File: config.mk
export PLATFORM = sky130hd
export DESIGN_NAME = strobe_capture_buf
export DESIGN_NICKNAME = d
export VERILOG_FILES = /design/src/rtl/scb_pkg.sv /design/src/rtl/scb_edge_sync.sv /design/src/rtl/scb_ram.sv /design/src/rtl/scb_writer.sv /design/src/rtl/scb_reader.sv /design/src/rtl/strobe_capture_buf.sv
export SDC_FILE = /design/constraint.sdc
export NUM_CORES = 2
export LEC_CHECK = 0
export CELL_PAD_IN_SITES_DETAIL_PLACEMENT = 1
export CELL_PAD_IN_SITES_GLOBAL_PLACEMENT = 2
export CORE_UTILIZATION = 30
export CTS_BUF_LIST = sky130_fd_sc_hd__clkbuf_8
export DETAILED_ROUTE_END_ITERATION = 12
export DONT_BUFFER_PORTS = 1
export PLACE_DENSITY_LB_ADDON = 0.1
export SLEW_MARGIN = 20
export SYNTH_ARGS = -nofsm -noshare
export SYNTH_HDL_FRONTEND = slang
export SYNTH_SLANG_ARGS = --single-unit
File: constraint.sdc
create_clock -name clk -period 3.75 [get_ports clk]
set_input_delay 1.125 -clock clk [delete_from_list [all_inputs] [get_ports clk]]
set_output_delay 1.125 -clock clk [all_outputs]
set_load 0.005 [all_outputs]
File: src/rtl/scb_pkg.sv
package scb_pkg;

  // Kind of answer the consumer port gives one cycle after a pop.
  typedef enum logic [1:0] {
    RSP_NONE  = 2'd0,
    RSP_BYTE  = 2'd1,
    RSP_EMPTY = 2'd2
  } rsp_kind_e;

endpackage

File: src/rtl/scb_edge_sync.sv
// Brings the asynchronous strobe into the clock domain and flags its active edge.
module scb_edge_sync #(
  parameter int SYNC_STAGES = 2,
  parameter bit ACTIVE_LOW  = 1'b1
) (
  input  logic clk,
  input  logic rst,
  input  logic strobe_i,
  output logic edge_o
);

  localparam logic IDLE_LVL = ACTIVE_LOW;

  logic [SYNC_STAGES-1:0] sync_q;
  logic                   prev_q;
  logic                   synced;

  always_ff @(posedge clk) begin
    if (rst) begin
      sync_q <= {SYNC_STAGES{IDLE_LVL}};
      prev_q <= IDLE_LVL;
    end else begin
      sync_q <= {sync_q[SYNC_STAGES-2:0], strobe_i};
      prev_q <= sync_q[SYNC_STAGES-1];
    end
  end

  assign synced = sync_q[SYNC_STAGES-1];

  generate
    if (ACTIVE_LOW) begin : g_fall
      assign edge_o = prev_q & ~synced;
    end else begin : g_rise
      assign edge_o = ~prev_q & synced;
    end
  endgenerate

  // one level change yields a single-cycle capture pulse
  p_single_pulse_r2: assert property (@(posedge clk) disable iff (rst)
    edge_o |=> !edge_o);

endmodule

File: src/rtl/scb_ram.sv
// Simple dual-port store, one write port and one registered read port.
module scb_ram #(
  parameter int DATA_W = 8,
  parameter int DEPTH  = 256,
  localparam int AW    = $clog2(DEPTH)
) (
  input  logic              clk,
  input  logic              we_i,
  input  logic [AW-1:0]     waddr_i,
  input  logic [DATA_W-1:0] wdata_i,
  input  logic              re_i,
  input  logic [AW-1:0]     raddr_i,
  output logic [DATA_W-1:0] rdata_o
);

  logic [DATA_W-1:0] mem [DEPTH];

  always_ff @(posedge clk) begin
    if (we_i) mem[waddr_i] <= wdata_i;
  end

  always_ff @(posedge clk) begin
    if (re_i) rdata_o <= mem[raddr_i];
  end

endmodule

File: src/rtl/scb_writer.sv
// Capture side: down-counting transfer counter that selects the entry to fill.
module scb_writer #(
  parameter int DATA_W = 8,
  parameter int DEPTH  = 256,
  localparam int AW    = $clog2(DEPTH),
  localparam int CNT_W = $clog2(DEPTH) + 1
) (
  input  logic              clk,
  input  logic              rst,
  input  logic              cap_i,
  input  logic [DATA_W-1:0] data_i,
  output logic              we_o,
  output logic [AW-1:0]     waddr_o,
  output logic [DATA_W-1:0] wdata_o,
  output logic [CNT_W-1:0]  cnt_o
);

  localparam logic [CNT_W-1:0] FULL = CNT_W'(DEPTH);
  localparam logic [CNT_W-1:0] ONE  = CNT_W'(1);

  logic [CNT_W-1:0] cnt_q;

  always_ff @(posedge clk) begin
    if (rst) begin
      cnt_q <= FULL;
    end else if (cap_i) begin
      cnt_q <= (cnt_q == ONE) ? FULL : cnt_q - ONE;
    end
  end

  // The bus is taken in the same cycle the synchronized edge is seen.
  assign we_o    = cap_i;
  assign waddr_o = AW'(FULL - cnt_q);
  assign wdata_o = data_i;
  assign cnt_o   = cnt_q;

  // counter stays in 1..DEPTH
  p_wr_cnt_range_r6: assert property (@(posedge clk) disable iff (rst)
    (cnt_q >= ONE) && (cnt_q <= FULL));

  // each capture moves the counter, no capture leaves it alone
  p_wr_cnt_step_r6: assert property (@(posedge clk) disable iff (rst)
    cap_i |=> (cnt_q != $past(cnt_q)));

  p_wr_cnt_hold_r2: assert property (@(posedge clk) disable iff (rst)
    !cap_i |=> $stable(cnt_q));

endmodule

File: src/rtl/scb_reader.sv
// Consumer side: own copy of the counter, pending test and registered answer.
module scb_reader #(
  parameter int DEPTH  = 256,
  localparam int AW    = $clog2(DEPTH),
  localparam int CNT_W = $clog2(DEPTH) + 1
) (
  input  logic             clk,
  input  logic             rst,
  input  logic             pop_i,
  input  logic [CNT_W-1:0] wr_cnt_i,
  output logic             re_o,
  output logic [AW-1:0]    raddr_o,
  output logic             avail_o,
  output logic             valid_o,
  output logic             empty_o
);

  import scb_pkg::*;

  localparam logic [CNT_W-1:0] FULL = CNT_W'(DEPTH);
  localparam logic [CNT_W-1:0] ONE  = CNT_W'(1);

  logic [CNT_W-1:0] cnt_q;
  rsp_kind_e        rsp_q;
  logic             pending;

  assign pending = (cnt_q != wr_cnt_i);
  assign re_o    = pop_i & pending;
  assign raddr_o = AW'(FULL - cnt_q);

  always_ff @(posedge clk) begin
    if (rst) begin
      cnt_q <= FULL;
      rsp_q <= RSP_NONE;
    end else begin
      if (re_o) begin
        cnt_q <= (cnt_q == ONE) ? FULL : cnt_q - ONE;
      end
      if (!pop_i)       rsp_q <= RSP_NONE;
      else if (pending) rsp_q <= RSP_BYTE;
      else              rsp_q <= RSP_EMPTY;
    end
  end

  assign avail_o = pending;
  assign valid_o = (rsp_q == RSP_BYTE);
  assign empty_o = (rsp_q == RSP_EMPTY);

  // a pop with data pending yields a byte next cycle
  p_pop_byte_r4: assert property (@(posedge clk) disable iff (rst)
    (pop_i && avail_o) |=> (valid_o && !empty_o));

  // a pop with nothing pending yields the empty answer and keeps the count
  p_pop_empty_r5: assert property (@(posedge clk) disable iff (rst)
    (pop_i && !avail_o) |=> (empty_o && $stable(cnt_q)));

  // the two answers exclude each other
  p_rsp_excl_r9: assert property (@(posedge clk) disable iff (rst)
    !(valid_o && empty_o));

  // an answer only follows a request
  p_rsp_needs_pop_r4: assert property (@(posedge clk) disable iff (rst)
    !pop_i |=> !(valid_o || empty_o));

endmodule

File: src/rtl/strobe_capture_buf.sv
module strobe_capture_buf #(
  parameter int DATA_W      = 8,
  parameter int DEPTH       = 256,
  parameter int SYNC_STAGES = 2,
  parameter bit ACTIVE_LOW  = 1'b1
) (
  input  logic              clk,
  input  logic              rst,
  input  logic              strobe_n_i,
  input  logic [DATA_W-1:0] data_i,
  input  logic              pop_i,
  output logic              avail_o,
  output logic              rd_valid_o,
  output logic              rd_empty_o,
  output logic [DATA_W-1:0] rd_data_o
);

  localparam int AW    = $clog2(DEPTH);
  localparam int CNT_W = $clog2(DEPTH) + 1;

  logic              cap;
  logic              we;
  logic [AW-1:0]     waddr;
  logic [DATA_W-1:0] wdata;
  logic [CNT_W-1:0]  wr_cnt;
  logic              re;
  logic [AW-1:0]     raddr;

  scb_edge_sync #(
    .SYNC_STAGES(SYNC_STAGES),
    .ACTIVE_LOW (ACTIVE_LOW)
  ) u_sync (
    .clk     (clk),
    .rst     (rst),
    .strobe_i(strobe_n_i),
    .edge_o  (cap)
  );

  scb_writer #(
    .DATA_W(DATA_W),
    .DEPTH (DEPTH)
  ) u_wr (
    .clk    (clk),
    .rst    (rst),
    .cap_i  (cap),
    .data_i (data_i),
    .we_o   (we),
    .waddr_o(waddr),
    .wdata_o(wdata),
    .cnt_o  (wr_cnt)
  );

  scb_ram #(
    .DATA_W(DATA_W),
    .DEPTH (DEPTH)
  ) u_ram (
    .clk    (clk),
    .we_i   (we),
    .waddr_i(waddr),
    .wdata_i(wdata),
    .re_i   (re),
    .raddr_i(raddr),
    .rdata_o(rd_data_o)
  );

  scb_reader #(
    .DEPTH(DEPTH)
  ) u_rd (
    .clk     (clk),
    .rst     (rst),
    .pop_i   (pop_i),
    .wr_cnt_i(wr_cnt),
    .re_o    (re),
    .raddr_o (raddr),
    .avail_o (avail_o),
    .valid_o (rd_valid_o),
    .empty_o (rd_empty_o)
  );

  // a capture always makes data pending unless it closes a full lap
  p_cap_sets_avail_r7: assert property (@(posedge clk) disable iff (rst)
    (cap && !avail_o && !pop_i) |=> avail_o);

endmodule

==> flow_summary.yaml <==
global_routing:
  grt_use_met3: 0.0287
  grt_pass1_vias: 45076
  grt_usage: 0.182
  grt_busiest_layer: "met2"
  gr-total-overflow: 0
  antenna_found_initial: 12
  grt_pass1_wl_um: 352000
  grtUsageMet1: 0.245
  grt_max_degree: 257
  use_met2: 0.304
logic_synthesis:
  synth.top_cell.area_share: 0.757
  yosys-top-cells-area: "edfxtp_1 76%, mux4_2 12%, mux2i_1 3.0%, nor2_1 1.4%, mux2_2 0.79%"
  syn-cell-area_um2: 81500
  yosysUniqueCellTypes: 74
  avgSynthCellArea_um2: 20.4
  ys.flop_type: "edfxtp_1"
  syn_inst: 3997
  yosysSeqAreaShare: 0.763
  synthArstFlopShare: 0
  synth_edf_count: 2056
  ys_warn_count: 0
  synth_fp_nets: 4017
  synth_top_area_cell: "edfxtp_1"
  ys_seq_elements: 2079
layout:
  drive_gt1_frac: 0.313
  syn_to_final_growth_pct: 18.3
  design_area_um2: 96400
  regArea_um2: 62200
  final_nets: 4689
  multi_input_area_um2: 18500
  fillers: 26651
  final_common_cell: "edfxtp_1"
  final_cell_mix: "2056 x edfxtp_1, 489 x buf_4, 430 x mux4_2, 374 x clkbuf_8, 304 x nor2_1"
sta:
  setup_slack_ns: 0.0336
  finalMaxSlewViolations: 0
  hold_viol: 0
  fin_setup_tns_ns: 0
  max_freq_mhz: 269
  finalCritPeriodShare: 0.991
  setup_violations: 0
  worst_pin_slew_ns: 1.15
  fin_crit_ns: 3.72
  relSlewSlack: 0.234
  skew_ns: 0.0723
  hold_ws_ns: 0.182
  rsz0062_at_grt: "true"
clock_network:
  clkTransAtPathRegs_ns: 0.07
  cts_made_buffers: 374
  postCtsHoldBufs: 0
  clock-root-buffer: "clkbuf_8"
  cts_tree: "built"
  htree_levels: 5
  clk_latency_ns: 1.03
  clock_path_buffers: 4
  clock_sinks: 2079
detailed_routing:
  via_count: 41564
  route.detailed.drc: 0
  wire_per_inst_um: 29.4
  viasPerCell: 4.88
  drtAntennaViolNets: 0
  dr.pass1.iters: 5
  drt_iter0_markers: 2621
  wl_um: 250000
power:
  seq_power_share: 0.342
  p_sw_frac: 0.362
  irDropWorstVdd_mv: 0.732
  p_total_mw: 76.1
  pwr-share-comb: 0.401
  pwr-share-clk: 0.258
  power_density_nw_per_um2: 789
  leakage_nw: 31.2
  cellInternalPower_mw: 48.6
  p_sw_mw: 27.6
run:
  cap_viol_max_count: 0
critical_path:
  crit-reg2reg-launch: "u_rd.cnt_q[0]"
  critical-path-top-delay-family: "compound AO/OA/AOI/OAI gates"
  worstPathArrival_ns: 4.46
  worstSetupStartpoint: "u_rd.cnt_q[0]"
  path_buf_inv: 3
  max_stage_delay_ns: 0.57
  start_kind: "register"
  cp_slowest_cell: "nor4_1"
  required_ns: 4.49
  crit_fanout: 20
  critPathKind: "register to register"
  r2r_slack_ns: 0.03
  crit_path_end_kind: "register"
  worstPathCellList: "inv_2, ha_4, buf_12, buf_4, mux4_2, mux2i_1, o221ai_1, nor4_1, o22a_1, nand4_1"
die:
  core_um2: 271000
  die_w_um: 523
  start_util: 0.301
  dieArea_um2: 274000
  pin_count: 23
  chipHeight_um: 523
  core.rowCount: 191
status:
  status: "finished clean"
placement:
  placed_area_um2: 89400
  port_buffers: 0
  gp_congestion: 0.759
  dp_hpwl_um: 147000
  preCtsSetupSlack_ns: -0.371
min_path:
  hp-start: "rst"
  hold_class: "primary input to register"
stage by stage:
step	utilization	cells
floorplan	-	3997
global placement	0.331	7857
detailed placement	0.331	7858
CTS	0.356	8514
global route	0.356	8516
finish	0.357	8519
cell type report:
type,count,area share
Clock buffer,374,0.0534
Inverter,10,0.000389
Sequential cell,2079,0.645
Clock inverter,278,0.0155
Antenna cell,4,0.000104
Timing Repair Buffer,536,0.0479
Multi-Input combinational cell,1668,0.191
Tap cell,3570,0.0463
synth_stat cells (all sizes together), types with 13 or more instances:
cell and instances:
nor2 308, a21oi 23, a22oi 14, buf 162, clkbuf 78, a221oi 22, mux2i 246, nand2 149
o221ai 15, o32ai 17, o22ai 75, nand3 31, o21ai 36, a32oi 22, a2bb2oi 14, nor4 13
a22o 16, mux4 430, xnor2 18, mux2 57, edfxtp 2056, xor2 16, dfxtp 23, o211ai 15
power by group through the flow:
stage               logic, mW  registers, mW  clock network (mW)
global route             32.3           26.0                21.2
CTS                      31.1           26.0                20.4
finish                   30.5           26.0                19.6
detailed placement       30.4           26.5                   0
floorplan                17.2           26.3                   0
global placement         30.4           26.5                   0
worst paths after layout:
check	endpoint	cells after the start
max	u_ram.rdata_o[6]	10
min	u_wr.cnt_o[5]	1
max reg2reg	u_ram.rdata_o[6]	10
min reg2reg	u_sync.sync_q[1]	1
kinds of logic after synthesis:
group / count (synthesis) / synth area share
AND/OR/NAND/NOR: 569 / 0.0303
buffers and inverters: 250 / 0.0149
multiplexers: 733 / 0.157
flip-flops: 2079 / 0.763
XOR/XNOR: 34 / 0.00398
AO/OA/AOI/OAI: 324 / 0.0296
adder cells (fa/ha/maj): 8 / 0.00123
what timing repair did:
action / in CTS / in global routing
gates cloned: 1 / 1
gates resized for setup: 35 / 13
pin swaps: 6 / 1
endpoints found under the setup margin: 9 / 8
buffers inserted: 3 / 0
metal layers:
layer	wire length [µm]	share of wire
met1	112000	0.45
met2	122000	0.49
met3	9620	0.038
met4	5620	0.022
met5	0	0
state kept, by name, summed over array words and instances, names as in the netlist:
| signal | count |
|---|---|
| u_rd.rsp_q | 2 |
| u_ram.mem | 2048 |
| u_sync.sync_q | 2 |
| u_ram.rdata_o | 8 |
| u_sync.prev_q | 1 |
| u_wr.cnt_o | 9 |
| u_rd.cnt_q | 9 |
Note: power is estimated with default switching activity, not from simulation.
